$ cat src/rtl/rcoal_pkg.sv
package rcoal_pkg;

    typedef enum logic {
        TMR_IDLE = 1'b0,
        TMR_RUN  = 1'b1
    } tmr_state_e;

    typedef struct packed {
        logic accept;     // pulse counted this cycle
        logic drop;       // pulse lost on a full ring
        logic under;      // decrement exceeded available entries
        logic next_zero;  // ring empty after this edge
    } lvl_evt_t;

    function automatic logic tmr_expires(input logic [31:0] cnt, input logic [31:0] lim);
        return (cnt + 32'd1) >= lim;
    endfunction

endpackage

$ cat src/rtl/rcoal_level.sv
module rcoal_level
    import rcoal_pkg::*;
#(
    parameter int LVL_W = 11
) (
    input  logic             clk,
    input  logic             rst,
    input  logic             inc_req,
    input  logic             dec_req,
    input  logic [LVL_W-1:0] dec_cnt,
    input  logic [LVL_W-1:0] ring_size,
    output logic [LVL_W-1:0] level,
    output logic             full,
    output lvl_evt_t         evt,
    output logic             err_ovf,
    output logic             err_unf
);
    logic [LVL_W:0]   sum;
    logic [LVL_W-1:0] nxt;

    always_comb begin
        full          = level >= ring_size;
        evt.accept    = inc_req && !full;
        evt.drop      = inc_req && full;
        sum           = {1'b0, level} + {{LVL_W{1'b0}}, evt.accept};
        evt.under     = dec_req && ({1'b0, dec_cnt} > sum);
        if (!dec_req)
            nxt = sum[LVL_W-1:0];
        else if (evt.under)
            nxt = '0;
        else
            nxt = sum[LVL_W-1:0] - dec_cnt;
        evt.next_zero = (nxt == '0);
    end

    always_ff @(posedge clk) begin
        if (rst) begin
            level   <= '0;
            err_ovf <= 1'b0;
            err_unf <= 1'b0;
        end else begin
            level <= nxt;
            if (evt.drop)  err_ovf <= 1'b1;
            if (evt.under) err_unf <= 1'b1;
        end
    end
endmodule

$ cat src/rtl/rcoal_timer.sv
module rcoal_timer
    import rcoal_pkg::*;
#(
    parameter int TMO_W = 20
) (
    input  logic             clk,
    input  logic             rst,
    input  logic             start,
    input  logic             restart,
    input  logic             next_zero,
    input  logic             ack,
    input  logic [TMO_W-1:0] limit,
    output logic             pending
);
    tmr_state_e       st;
    logic [TMO_W-1:0] cnt;
    logic             done;
    logic             expire;

    always_comb begin
        done   = tmr_expires(32'(cnt), 32'(limit));
        expire = (st == TMR_RUN) && done && !next_zero && !restart;
    end

    always_ff @(posedge clk) begin
        if (rst) begin
            st      <= TMR_IDLE;
            cnt     <= '0;
            pending <= 1'b0;
        end else begin
            if (next_zero) begin
                st  <= TMR_IDLE;
                cnt <= '0;
            end else if (restart) begin
                st  <= TMR_RUN;
                cnt <= '0;
            end else begin
                case (st)
                    TMR_IDLE: begin
                        if (start) begin
                            st  <= TMR_RUN;
                            cnt <= '0;
                        end
                    end
                    TMR_RUN: begin
                        if (done) begin
                            st  <= TMR_IDLE;
                            cnt <= '0;
                        end else begin
                            cnt <= cnt + 1'b1;
                        end
                    end
                    default: st <= TMR_IDLE;
                endcase
            end

            if (next_zero)
                pending <= 1'b0;
            else if (expire)
                pending <= 1'b1;
            else if (ack)
                pending <= 1'b0;
        end
    end
endmodule

$ cat src/rtl/ring_irq_coalescer.sv
module ring_irq_coalescer
    import rcoal_pkg::*;
#(
    parameter int MAX_RING = 1024,
    parameter int TMO_W    = 20,
    localparam int LVL_W   = $clog2(MAX_RING + 1)
) (
    input  logic             clk,
    input  logic             rst,
    input  logic             wr_pulse,
    input  logic             host_dec_valid,
    input  logic [LVL_W-1:0] host_dec_count,
    input  logic             host_tmo_ack,
    input  logic [LVL_W-1:0] cfg_ring_size,
    input  logic [LVL_W-1:0] cfg_thresh,
    input  logic [TMO_W-1:0] cfg_timeout,
    input  logic             cfg_thr_en,
    input  logic             cfg_tmo_en,
    output logic [LVL_W-1:0] fill_level,
    output logic             irq_thresh,
    output logic             irq_timeout,
    output logic             ring_full,
    output logic             err_overflow,
    output logic             err_underflow
);
    lvl_evt_t evt;
    logic     tmo_pending;

    rcoal_level #(.LVL_W(LVL_W)) u_level (
        .clk      (clk),
        .rst      (rst),
        .inc_req  (wr_pulse),
        .dec_req  (host_dec_valid),
        .dec_cnt  (host_dec_count),
        .ring_size(cfg_ring_size),
        .level    (fill_level),
        .full     (ring_full),
        .evt      (evt),
        .err_ovf  (err_overflow),
        .err_unf  (err_underflow)
    );

    rcoal_timer #(.TMO_W(TMO_W)) u_timer (
        .clk      (clk),
        .rst      (rst),
        .start    (evt.accept),
        .restart  (host_dec_valid),
        .next_zero(evt.next_zero),
        .ack      (host_tmo_ack),
        .limit    (cfg_timeout),
        .pending  (tmo_pending)
    );

    always_comb begin
        irq_thresh  = cfg_thr_en && (fill_level > cfg_thresh);
        irq_timeout = cfg_tmo_en && tmo_pending;
    end
endmodule

$ cat config.mk
export PLATFORM = sky130hd
export DESIGN_NAME = ring_irq_coalescer
export DESIGN_NICKNAME = d
export VERILOG_FILES = /design/src/rtl/rcoal_pkg.sv /design/src/rtl/rcoal_level.sv /design/src/rtl/rcoal_timer.sv /design/src/rtl/ring_irq_coalescer.sv
export SDC_FILE = /design/constraint.sdc
export NUM_CORES = 1
export LEC_CHECK = 0
export ABC_AREA = 1
export BUFFER_PORTS_ARGS = -buffer_cell sky130_fd_sc_hd__clkbuf_2
export CAP_MARGIN = 30
export CORE_MARGIN = 4
export CORE_UTILIZATION = 40
export CTS_CLUSTER_DIAMETER = 100
export DETAILED_ROUTE_END_ITERATION = 10
export HOLD_SLACK_MARGIN = 0.02
export PLACE_DENSITY = 0.6
export SKIP_LAST_GASP = 1
export SLEW_MARGIN = 40
export SYNTH_ARGS = -nofsm -noshare
export SYNTH_HDL_FRONTEND = slang
export SYNTH_SLANG_ARGS = --single-unit
$ cat constraint.sdc
create_clock -name clk -period 5.92 [get_ports clk]
set_input_delay 0.296 -clock clk [delete_from_list [all_inputs] [get_ports clk]]
set_output_delay 0.296 -clock clk [all_outputs]
set_load 0.01 [all_outputs]
==> out/metrics.yaml <==
die:
  initial_core_util_pct: 41.80
  die_w_um: 107.0
  core-area_sq_um: 9371
  die_h_um: 107.0
  rows: 35
  ioPinCount: 76
  die_area_sq_um: 11440
run:
  drv_cap: 0
cts:
  hold_buffers: 0
  post_cts_buffers: 0
  path_clk_slew_ns: 0.08
  cts_resized: 0
  cts_tree: "built"
  htree_levels: 2
  numCtsBuffers: 5
  root_buffer: "clkbuf_8"
  clock_path_buffers: 2
  cts_sinks: 35
  clkLatencyLatePin_ns: 0.29
power_and_ir_drop:
  comb_power_share_pct: 40.5
  ir_drop_mv: 0.1388
  internal_power_mw: 0.4953
  power.density_nw_per_um2: 178.2
  p_sw_mw: 0.3067
  pwr-share-clk_pct: 26.0
  p_leak_nw: 2.397
  finalPower_mw: 0.8020
  swShare_pct: 38.24
  seqPwrFrac_pct: 33.5
placement:
  globalplace.congestion: 0.9305
  io_buffers: 75
  post-dp-hpwl_mm: 8.254
yosys:
  synthFlopType: "dfxtp_1"
  seq_area_frac_synth_pct: 17.89
  syn_avg_cell_area_sq_um: 6.518
  synth-async-reset-ratio_pct: 0
  synth_area_leaders: "ha_1 20%, dfxtp_1 18%, inv_1 11%"
  netlist_instances: 601
  yosysMostFrequentCell: "inv_1"
  syn_nets: 726
  synth_common_cells: "118 x inv_1, 94 x nand2_1, 71 x nor2_1"
  yosys.area.top_type: "ha_1"
  synth_top_area_share_pct: 20.44
  synth-edff-count: 0
  ys_types: 41
  syn_area_sq_um: 3918
  ys_warn_count: 0
  ys_seq_elements: 35
routing:
  vias: 3840
  ant_nets: 0
  vias_per_cell: 4.782
  wl_per_cell_um: 12.20
  firstDrtPassIters: 5
  route.detailed.drc: 0
  initialDrtViolationCount: 144
  totalWireLength_mm: 9.799
worst_setup_path:
  crit_buf_inv: 4
  required_ns: 6.07
  cpMaxStageDelayCell: "dfxtp_1"
  cpMostUsedCell: "nand2_1"
  critPathCaptureType: "register"
  cpPeakStageDelay_ns: 0.50
  cp.arrival_ns: 5.37
  cp_top_family: "simple AND/OR/NAND/NOR gates"
  rrSetupSlack_ns: 0.70
  startpoint_type: "register"
  cp_max_fo: 20
  criticalPathCategory: "register to register"
sta:
  fmax_mhz: 191.6
  maxSlewHeadroom_pct: 48.95
  rsz0062_at_grt: "false"
  final_hold_viol_count: 0
  fin_crit_sh_pct: 88.17
  period_minus_slack_ns: 5.220
  tns_ns: 0
  clock_skew_ns: 0.01051
  drv_slew: 0
  finalSetupViolCount: 0
  worst_pin_slew_ns: 0.7639
global_route:
  antenna_found_initial: 0
  grt_overflow: 0
  grt_pass1_wl_mm: 16.49
  grt_max_degree: 22
  grt_pass1_vias: 3674
  grt_usage_pct: 17.51
min_path:
  hp-class: "primary input to register"
cells_and_area:
  layout-drive-gt1-share_pct: 17.80
  area_delta_synth_final_pct: 14.88
  insertedDiodeCount: 0
  nets: 799
status:
  status: "finished, final reports clean"
==> registers in the layout, indices dropped and copies added, names as in the netlist <==
signal,flops
u_level.err_ovf,1
u_timer.cnt,20
u_timer.pending,1
u_level.err_unf,1
u_timer.st,1
u_level.level,11
==> metrics by stage <==
step	hold WS (ns)	std cells	setup WS, ns	area [sq um]	util [%]
after global routing	0.2857	803	0.1927	4501	48.02
after detailed placement	0.4530	796	0.7496	4398	46.93
after CTS	0.2563	803	0.7048	4501	48.02
after floorplan	0.3651	601	1.517	3918	-
after global placement	0.4672	796	0.7846	4398	46.93
final	0.2644	803	0.7004	4501	48.02
==> path summary, 6_finish.rpt <==
check	from	end	cells after the start
worst max-delay path	u_level.level[4]	u_timer.cnt[1]	27
worst min-delay path	host_tmo_ack	u_timer.pending	3
worst max register to register	u_level.level[4]	u_timer.cnt[1]	27
worst min register to register	u_level.err_ovf	u_level.err_ovf	2
==> cells in the final DEF (no fill, tap or decap), types with 2 or more instances in the layout <==
cell and instances:
inv_1 118, nand2_1 94, clkbuf_2 75, nor2_1 71, a21oi_1 65, ha_1 64
dfxtp_1 35, xor2_1 25, nand3_1 25, nor2_2 23, o21ai_0 13, nand4_1 11
nor3_1 10, clkbuf_8 5, xnor2_1 3, nand2_2 3, nor3_2 2, inv_2 2
or2_2 2, o21a_1 2, nand3_2 2, clkinv_1 2, o21ai_1 2
==> logic make-up (layout without fill, tap and decap cells) <==
family          after synthesis  after routing  share of synthesized area (%)
fa+ha+maj                    65             65                          20.95
xor+xnor                     28             28                          6.260
flops                        35             35                          17.89
simple gates                248            248                          28.65
buf+inv                     132            205                          13.32
compound gates               93             93                          12.94
==> cell type report <==
class,count,area [sq um]
Fill cell,1005,4871
Multi-Input combinational cell,434,2695
Tap cell,129,161.4
Clock buffer,6,72.57
Timing Repair Buffer,76,382.9
Clock inverter,1,30.03
Inverter,122,457.9
Sequential cell,35,700.7
==> metal layers <==
| metal | vias to the layer above | routed length [um] | share of wire (%) | track usage, % |
|---|---|---|---|---|
| li1 | 2056 | - | - | - |
| met1 | 1697 | 5029 | 51 | 25.35 |
| met2 | 82 | 4197 | 43 | 28.19 |
| met3 | 5 | 489 | 5.0 | 1.987 |
| met4 | 0 | 82 | 0.84 | 3.288 |
| met5 | - | 0 | 0 | 0 |
==> worst min-delay path, stage by stage <==
cell	delay, ns
clkbuf_2	0.09
o21a_1	0.10
nor2_1	0.04
==> power by group through the flow <==
stage          clock network (mW)  registers [mW]  logic, mW
6_report                    0.208           0.269      0.325
5_1_grt                     0.224           0.271      0.374
4_1_cts                     0.215           0.269      0.325
3_5_place_dp                    0           0.274      0.323
3_3_place_gp                    0           0.274      0.320
2_1_floorplan                   0           0.273      0.228
Power figures use the tool's default switching activity.
